==> src/rtl/irq3_pkg.sv <==
package irq3_pkg;
  localparam int NSRC = 3;
  localparam int ADDR_W = 7;

  typedef enum logic [1:0] {
    SRC_EXT  = 2'd0,
    SRC_T1   = 2'd1,
    SRC_T2   = 2'd2,
    SRC_NONE = 2'd3
  } src_e;

  // Fixed vector address for each source inside the vector page.
  function automatic logic [ADDR_W-1:0] vec_of(input src_e s);
    case (s)
      SRC_EXT: vec_of = ADDR_W'(0);
      SRC_T1:  vec_of = ADDR_W'(4);
      SRC_T2:  vec_of = ADDR_W'(6);
      default: vec_of = ADDR_W'(0);
    endcase
  endfunction

  // Maps a source index to its bit in the enable register.
  function automatic logic en_bit(input logic [3:0] en, input logic [1:0] idx);
    case (idx)
      2'd0:    en_bit = en[0];
      2'd1:    en_bit = en[2];
      2'd2:    en_bit = en[3];
      default: en_bit = 1'b0;
    endcase
  endfunction
endpackage

==> src/rtl/irq3_pin_edge.sv <==
module irq3_pin_edge #(
  parameter int STAGES = 2
) (
  input  logic clk,
  input  logic rst_n,
  input  logic pin,
  input  logic rise_sel,
  output logic edge_o
);
  logic [STAGES:0] sh_q;

  genvar g;
  generate
    for (g = 0; g <= STAGES; g++) begin : g_sh
      if (g == 0) begin : g_first
        always_ff @(posedge clk or negedge rst_n) begin
          if (!rst_n) sh_q[0] <= 1'b0;
          else        sh_q[0] <= pin;
        end
      end else begin : g_next
        always_ff @(posedge clk or negedge rst_n) begin
          if (!rst_n) sh_q[g] <= 1'b0;
          else        sh_q[g] <= sh_q[g-1];
        end
      end
    end
  endgenerate

  // Newest synchronized sample against the one before it.
  assign edge_o = rise_sel ? (sh_q[STAGES-1] & ~sh_q[STAGES])
                           : (~sh_q[STAGES-1] & sh_q[STAGES]);

  // An edge lasts one cycle: the delayed sample catches up.
  a_r2_edge_single: assert property (@(posedge clk) disable iff (!rst_n)
    (edge_o && !$changed(rise_sel)) |=> !(edge_o && $stable(rise_sel)));
endmodule

==> src/rtl/irq3_flags.sv <==
module irq3_flags #(
  parameter int N = 3
) (
  input  logic         clk,
  input  logic         rst_n,
  input  logic [N-1:0] set_i,
  input  logic [N-1:0] clr_i,
  output logic [N-1:0] flag_o
);
  logic [N-1:0] fl_q;

  genvar g;
  generate
    for (g = 0; g < N; g++) begin : g_fl
      always_ff @(posedge clk or negedge rst_n) begin
        if (!rst_n) fl_q[g] <= 1'b0;
        else        fl_q[g] <= (fl_q[g] & ~clr_i[g]) | set_i[g];
      end

      // a new request is never lost to a simultaneous clear.
      a_r10_set_wins: assert property (@(posedge clk) disable iff (!rst_n)
        set_i[g] |=> fl_q[g]);
      // a clear without a new request empties the flag.
      a_r9_clear_takes: assert property (@(posedge clk) disable iff (!rst_n)
        (clr_i[g] && !set_i[g]) |=> !fl_q[g]);
    end
  endgenerate

  assign flag_o = fl_q;
endmodule

==> src/rtl/irq3_arb.sv <==
module irq3_arb
  import irq3_pkg::*;
(
  input  logic              clk,
  input  logic              rst_n,
  input  logic [NSRC-1:0]   pend_i,
  output logic [NSRC-1:0]   grant_o,
  output logic [ADDR_W-1:0] addr_o
);
  src_e win;

  // Lowest index wins: external, then timer 1, then timer 2.
  always_comb begin
    win     = SRC_NONE;
    grant_o = '0;
    for (int i = NSRC - 1; i >= 0; i--) begin
      if (pend_i[i]) begin
        win     = src_e'(i);
        grant_o = '0;
        grant_o[i] = 1'b1;
      end
    end
    addr_o = vec_of(win);
  end

  a_r5_onehot_grant: assert property (@(posedge clk) disable iff (!rst_n)
    (|pend_i) |-> ($onehot(grant_o) && ((grant_o & pend_i) == grant_o)));
  a_r5_ext_first: assert property (@(posedge clk) disable iff (!rst_n)
    pend_i[0] |-> (addr_o == ADDR_W'(0)));
endmodule

==> src/rtl/irq3_ctrl.sv <==
module irq3_ctrl
  import irq3_pkg::*;
#(
  parameter int PAGE_W   = 4,
  parameter int VEC_PAGE = 1,
  parameter int SYNC_N   = 2
) (
  input  logic              clk,
  input  logic              rst_n,
  input  logic              pin_i,
  input  logic              t1_uflow_i,
  input  logic              t2_uflow_i,
  input  logic              en_we_i,
  input  logic [3:0]        en_wdata_i,
  input  logic              edge_we_i,
  input  logic [3:0]        edge_wdata_i,
  input  logic              gie_set_i,
  input  logic              gie_clr_i,
  output logic              vec_valid_o,
  input  logic              vec_ready_i,
  output logic [ADDR_W-1:0] vec_addr_o,
  output logic [PAGE_W-1:0] vec_page_o,
  input  logic              skt_req_i,
  input  logic [1:0]        skt_sel_i,
  output logic              skt_hit_o
);
  localparam int POL_BIT = 2;

  logic [3:0]      en_q, edg_q;
  logic            gie_q;
  logic            pin_edge;
  logic [NSRC-1:0] flags, pend, grant, set_v, clr_v, skt_clr, src_en;
  logic            accept;

  always_ff @(posedge clk or negedge rst_n) begin
    if (!rst_n) begin
      en_q  <= '0;
      edg_q <= '0;
    end else begin
      if (en_we_i)   en_q  <= en_wdata_i;
      if (edge_we_i) edg_q <= edge_wdata_i;
    end
  end

  irq3_pin_edge #(.STAGES(SYNC_N)) u_edge (
    .clk      (clk),
    .rst_n    (rst_n),
    .pin      (pin_i),
    .rise_sel (edg_q[POL_BIT]),
    .edge_o   (pin_edge)
  );

  assign set_v = {t2_uflow_i, t1_uflow_i, pin_edge};

  genvar g;
  generate
    for (g = 0; g < NSRC; g++) begin : g_src
      assign src_en[g]  = en_bit(en_q, 2'(g));
      assign pend[g]    = flags[g] & src_en[g];
      assign skt_clr[g] = skt_req_i && (skt_sel_i == 2'(g)) && !src_en[g] && flags[g];
    end
  endgenerate

  irq3_arb u_arb (
    .clk     (clk),
    .rst_n   (rst_n),
    .pend_i  (pend),
    .grant_o (grant),
    .addr_o  (vec_addr_o)
  );

  assign vec_valid_o = gie_q & (|pend);
  assign vec_page_o  = PAGE_W'(VEC_PAGE);
  assign accept      = vec_valid_o & vec_ready_i;
  assign clr_v       = skt_clr | (accept ? grant : '0);
  assign skt_hit_o   = |skt_clr;

  irq3_flags #(.N(NSRC)) u_flags (
    .clk    (clk),
    .rst_n  (rst_n),
    .set_i  (set_v),
    .clr_i  (clr_v),
    .flag_o (flags)
  );

  always_ff @(posedge clk or negedge rst_n) begin
    if (!rst_n)                   gie_q <= 1'b0;
    else if (accept || gie_clr_i) gie_q <= 1'b0;
    else if (gie_set_i)           gie_q <= 1'b1;
  end

  a_r4_valid_needs_gie: assert property (@(posedge clk) disable iff (!rst_n)
    vec_valid_o |-> gie_q);
  a_r7_accept_drops_gie: assert property (@(posedge clk) disable iff (!rst_n)
    accept |=> !gie_q);
  a_r8_hold_valid: assert property (@(posedge clk) disable iff (!rst_n)
    (vec_valid_o && !vec_ready_i && !gie_clr_i && !en_we_i) |=> vec_valid_o);
  a_r9_no_hit_enabled: assert property (@(posedge clk) disable iff (!rst_n)
    (skt_req_i && en_bit(en_q, skt_sel_i)) |-> !skt_hit_o);
endmodule

==> config.mk <==
export PLATFORM = sky130hd
export DESIGN_NAME = irq3_ctrl
export DESIGN_NICKNAME = d
export VERILOG_FILES = /design/src/rtl/irq3_pkg.sv /design/src/rtl/irq3_pin_edge.sv /design/src/rtl/irq3_flags.sv /design/src/rtl/irq3_arb.sv /design/src/rtl/irq3_ctrl.sv
export SDC_FILE = /design/constraint.sdc
export NUM_CORES = 1
export LEC_CHECK = 0
export ABC_CLOCK_PERIOD_IN_PS = 1400
export CAP_MARGIN = 5
export CORE_MARGIN = 3
export CORE_UTILIZATION = 38
export CTS_CLUSTER_DIAMETER = 60
export DETAILED_ROUTE_END_ITERATION = 16
export GPL_TIMING_DRIVEN = 0
export PLACE_DENSITY = 0.78
export SYNTH_ARGS = -nofsm -noshare
export SYNTH_HDL_FRONTEND = slang
export SYNTH_HIERARCHICAL = 1
export SYNTH_SLANG_ARGS = --single-unit
==> constraint.sdc <==
create_clock -name clk -period 1.4 [get_ports clk]
set_input_delay 0.28 -clock clk [delete_from_list [all_inputs] [get_ports clk]]
set_output_delay 0.28 -clock clk [all_outputs]
set_load 0.1 [all_outputs]
==> key figures <==
Run status
  • Status: complete, but fails checks
  • Failing checks: negative setup slack

Critical path
  • Critical Setup Path Class: flip-flop to primary output
  • RR Endpoint: u_flags/flag_o[0]
  • Worst setup EP type: primary output
  • Worst Path Arrival: 1.54 ns
  • Worst reg2reg setup slack: -0.08 ns
  • Type of origin of the critical path: flip-flop
  • CP Data Required Time: 1.12 ns
  • R2R depth: 6
  • Crit-path max FO: 4
  • Worst flop-to-flop path startpoint: u_flags/flag_o[0]
  • Worst Setup EP: vec_valid_o
  • Beginning of the critical path: u_flags/flag_o[0]

Timing
  • Hold Slack: 0.342 ns
  • FMAX: 549 MHz
  • Minimum clock period: 1.82 ns
  • Setup WS post-layout: -0.420 ns
  • Final period utilization: 130%
  • Unrepaired setup endpoints after global routing: yes
  • Worst Skew: 0.00698 ns
  • Setup violations, final: 7
  • Final Hold Vio Count: 0
  • Slew Limit Fails: 0
  • Post-Route Setup TNS: -1.66 ns

Power
  • P per Cell Area: 1190 nW/µm²
  • Logic gate share of total power: 53.1%
  • Clk pwr share: 16.8%
  • VDD IR max: 0.728 mV
  • Net switching power figure: 0.000522 W
  • P_int: 0.000726 W
  • P_leak: 0.493 nW
  • Seq pwr share: 30.0%
  • Pwr Total: 0.00125 W
  • Sw frac: 41.8%

Final layout
  • Filler instances: 121
  • Area Growth Syn to Fin: 62.7%
  • Commonest cells after routing, fill and taps aside: buf_4 (14), clkdlybuf4s50_1 (13), dfrtp_1 (11), conb_1 (9), a21o_1 (5)
  • Reg area: 275 µm²
  • Multi-input combinational cell area: 358 µm²
  • Antenna fix cells: 0
  • Share of layout cells above drive strength 1: 42.4%
  • Most common cell after layout, fill and taps aside: buf_4
  • Nets@finish: 122
  • Fin cells: 115

GRT
  • GR Layer Usage met1: 17.9%
  • Busiest layer in global routing: met2
  • Met2 Use GR: 23.8%
  • GR Layer Usage met3: 3.83%
  • Total track usage: 14.7%
  • Largest net degree at the start of global routing: 12
  • Global-route wire length before repair: 2320 µm
  • Gr ovfl total: 0
  • Vias in the first global route: 572
  • Initial antenna violation count: 0

Run
  • Max-cap viol count: 0

Clocking
  • Max Root-Sink Buffers: 2
  • Root Buffer: clkbuf_4
  • Hold_buf cts: 0
  • H-tree levels: 1
  • Clock sinks: 11
  • Worst-path clk slew: 0.07 ns
  • CTS buffer count: 3
  • CTS tree: done
  • Skew-Pair Late Insertion Delay: 0.26 ns

Placement
  • PortBufs: 20
  • Placed instance count: 106
  • Hpwl dp: 996 µm
  • Routability congestion estimate: 0.818

Logic synthesis
  • Warnings, synthesis: 6
  • Top cell type's share of synthesized area: 42.6%
  • Synth Register Bits: 11
  • Synth area leaders: dfrtp_1 (43%), buf_4 (12%), mux2_2 (7.0%)
  • Yosys top cell by area: dfrtp_1
  • Sequential fraction of the synthesis area: 42.6%
  • Mean Syn Cell Area: 10.1 µm²
  • Netlist cell types: 26
  • Post-Syn Instances: 64
  • Syn Std Cell Area: 647 µm²

Worst hold path
  • Hold Path Class: input port to async pin

Detailed routing
  • Detailed Route Iter0 Violations: 11
  • Routed vias: 540
  • Routed Antenna Nets: 0
  • Post-route DRC: 0
  • Drt via density: 4.70
  • WL per Instance: 10.9 µm
  • Initial DRT Pass Iterations: 4
  • Routed wire length: 1260 µm

Die
  • Die Width: 47.3 µm
  • Die area: 2230 µm²
  • FP Rows: 14
  • Die Span Y: 47.3 µm
  • Initial Util: 41.5%
  • Core box area: 1560 µm²
  • Ports: 34
## sequential cells by signal, summed over array words and instances (netlist names)
| name | cells |
|---|---|
| en_q | 3 |
| gie_q | 1 |
| u_flags/flag_o | 3 |
| edg_q | 1 |
| u_edge/sh_q | 3 |
## cells by family (layout without fill, tap and decap cells)
| logic type | count (synthesis) | count (layout) | share of synthesized area (%) |
|---|---|---|---|
| flops | 11 | 11 | 42.6 |
| other cells | 3 | 9 | 1.74 |
| compound gates | 8 | 8 | 9.48 |
| buf+inv | 14 | 43 | 13.9 |
| fa+ha+maj | 1 | 1 | 1.93 |
| simple gates | 23 | 23 | 23.4 |
| mux | 4 | 4 | 6.96 |
## per-stage QoR
| step | worst slack, ns | util [%] | cell area [µm²] |
|---|---|---|---|
| after CTS | -0.426 | 66.4 | 1030 |
| after detailed placement | -1.47 | 59.2 | 923 |
| after global routing | -0.520 | 67.5 | 1050 |
| after global placement | -1.42 | 59.2 | 923 |
| after floorplan | -0.223 | - | 703 |
| final | -0.420 | 67.5 | 1050 |
## critical path, stage by stage, from the launching register on
cell and delay, ns:
dfrtp_1 0.41, a222oi_1 0.45, and2b_4 0.26, buf_12 0.16
## what timing repair did
item                                    CTS  global route
pin swaps                                11             6
endpoints found under the setup margin    7             8
resized for setup                        44             2
setup buffers                             4             1
## layout make-up
type	instances	area share, %
Buffer	10	7.13
Multi-Input combinational cell	45	34.0
Clock inverter	1	0.476
Clock buffer	3	2.14
Inverter	4	1.78
Sequential cell	11	26.2
Tap cell	16	1.90
Timing Repair Buffer	25	26.4
## metal layers
metal | share of wire [%] | vias to the layer above | wire, µm
met5 | 0 | - | 0
met4 | 0.80 | 0 | 10
met3 | 8.0 | 2 | 100
met2 | 51 | 25 | 644
met1 | 40 | 252 | 502
li1 | - | 261 | -
## power by group through the flow
stage / Clock, W / Sequential (W) / Combinational [W]
6_report: 0.000210 / 0.000375 / 0.000663
5_1_grt: 0.000242 / 0.000379 / 0.000698
4_1_cts: 0.000220 / 0.000374 / 0.000660
3_5_place_dp: 0 / 0.000381 / 0.000565
3_3_place_gp: 0 / 0.000379 / 0.000558
2_1_floorplan: 0 / 0.000373 / 0.000468
## cell usage after synthesis (all sizes together)
cell type  number
dfrtp          11
buf            10
a21o            5
nor2            5
inv             4
mux2            4
nand2b          4
and2            3
conb            3
nand2           2
o21ai           2
a222oi          1
and2b           1
ha              1
nand3           1
nand3b          1
nand4b          1
nor2b           1
nor3            1
nor4b           1
or3             1
or3b            1
## how the worst min path moves through the flow
| stage | endpoint | slack (ns) | cells after the start |
|---|---|---|---|
| 2_1_floorplan | edg_q[2] | -0.02 | 0 |
| 3_3_place_gp | u_edge/sh_q[1] | 0.33 | 0 |
| 3_5_place_dp | u_edge/sh_q[1] | 0.35 | 0 |
| 4_1_cts | u_edge/sh_q[0] | 0.36 | 1 |
| 5_1_grt | gie_q | 0.37 | 1 |
| 6_report | en_q[0] | 0.34 | 1 |
Note: power is estimated with default switching activity, not from simulation.
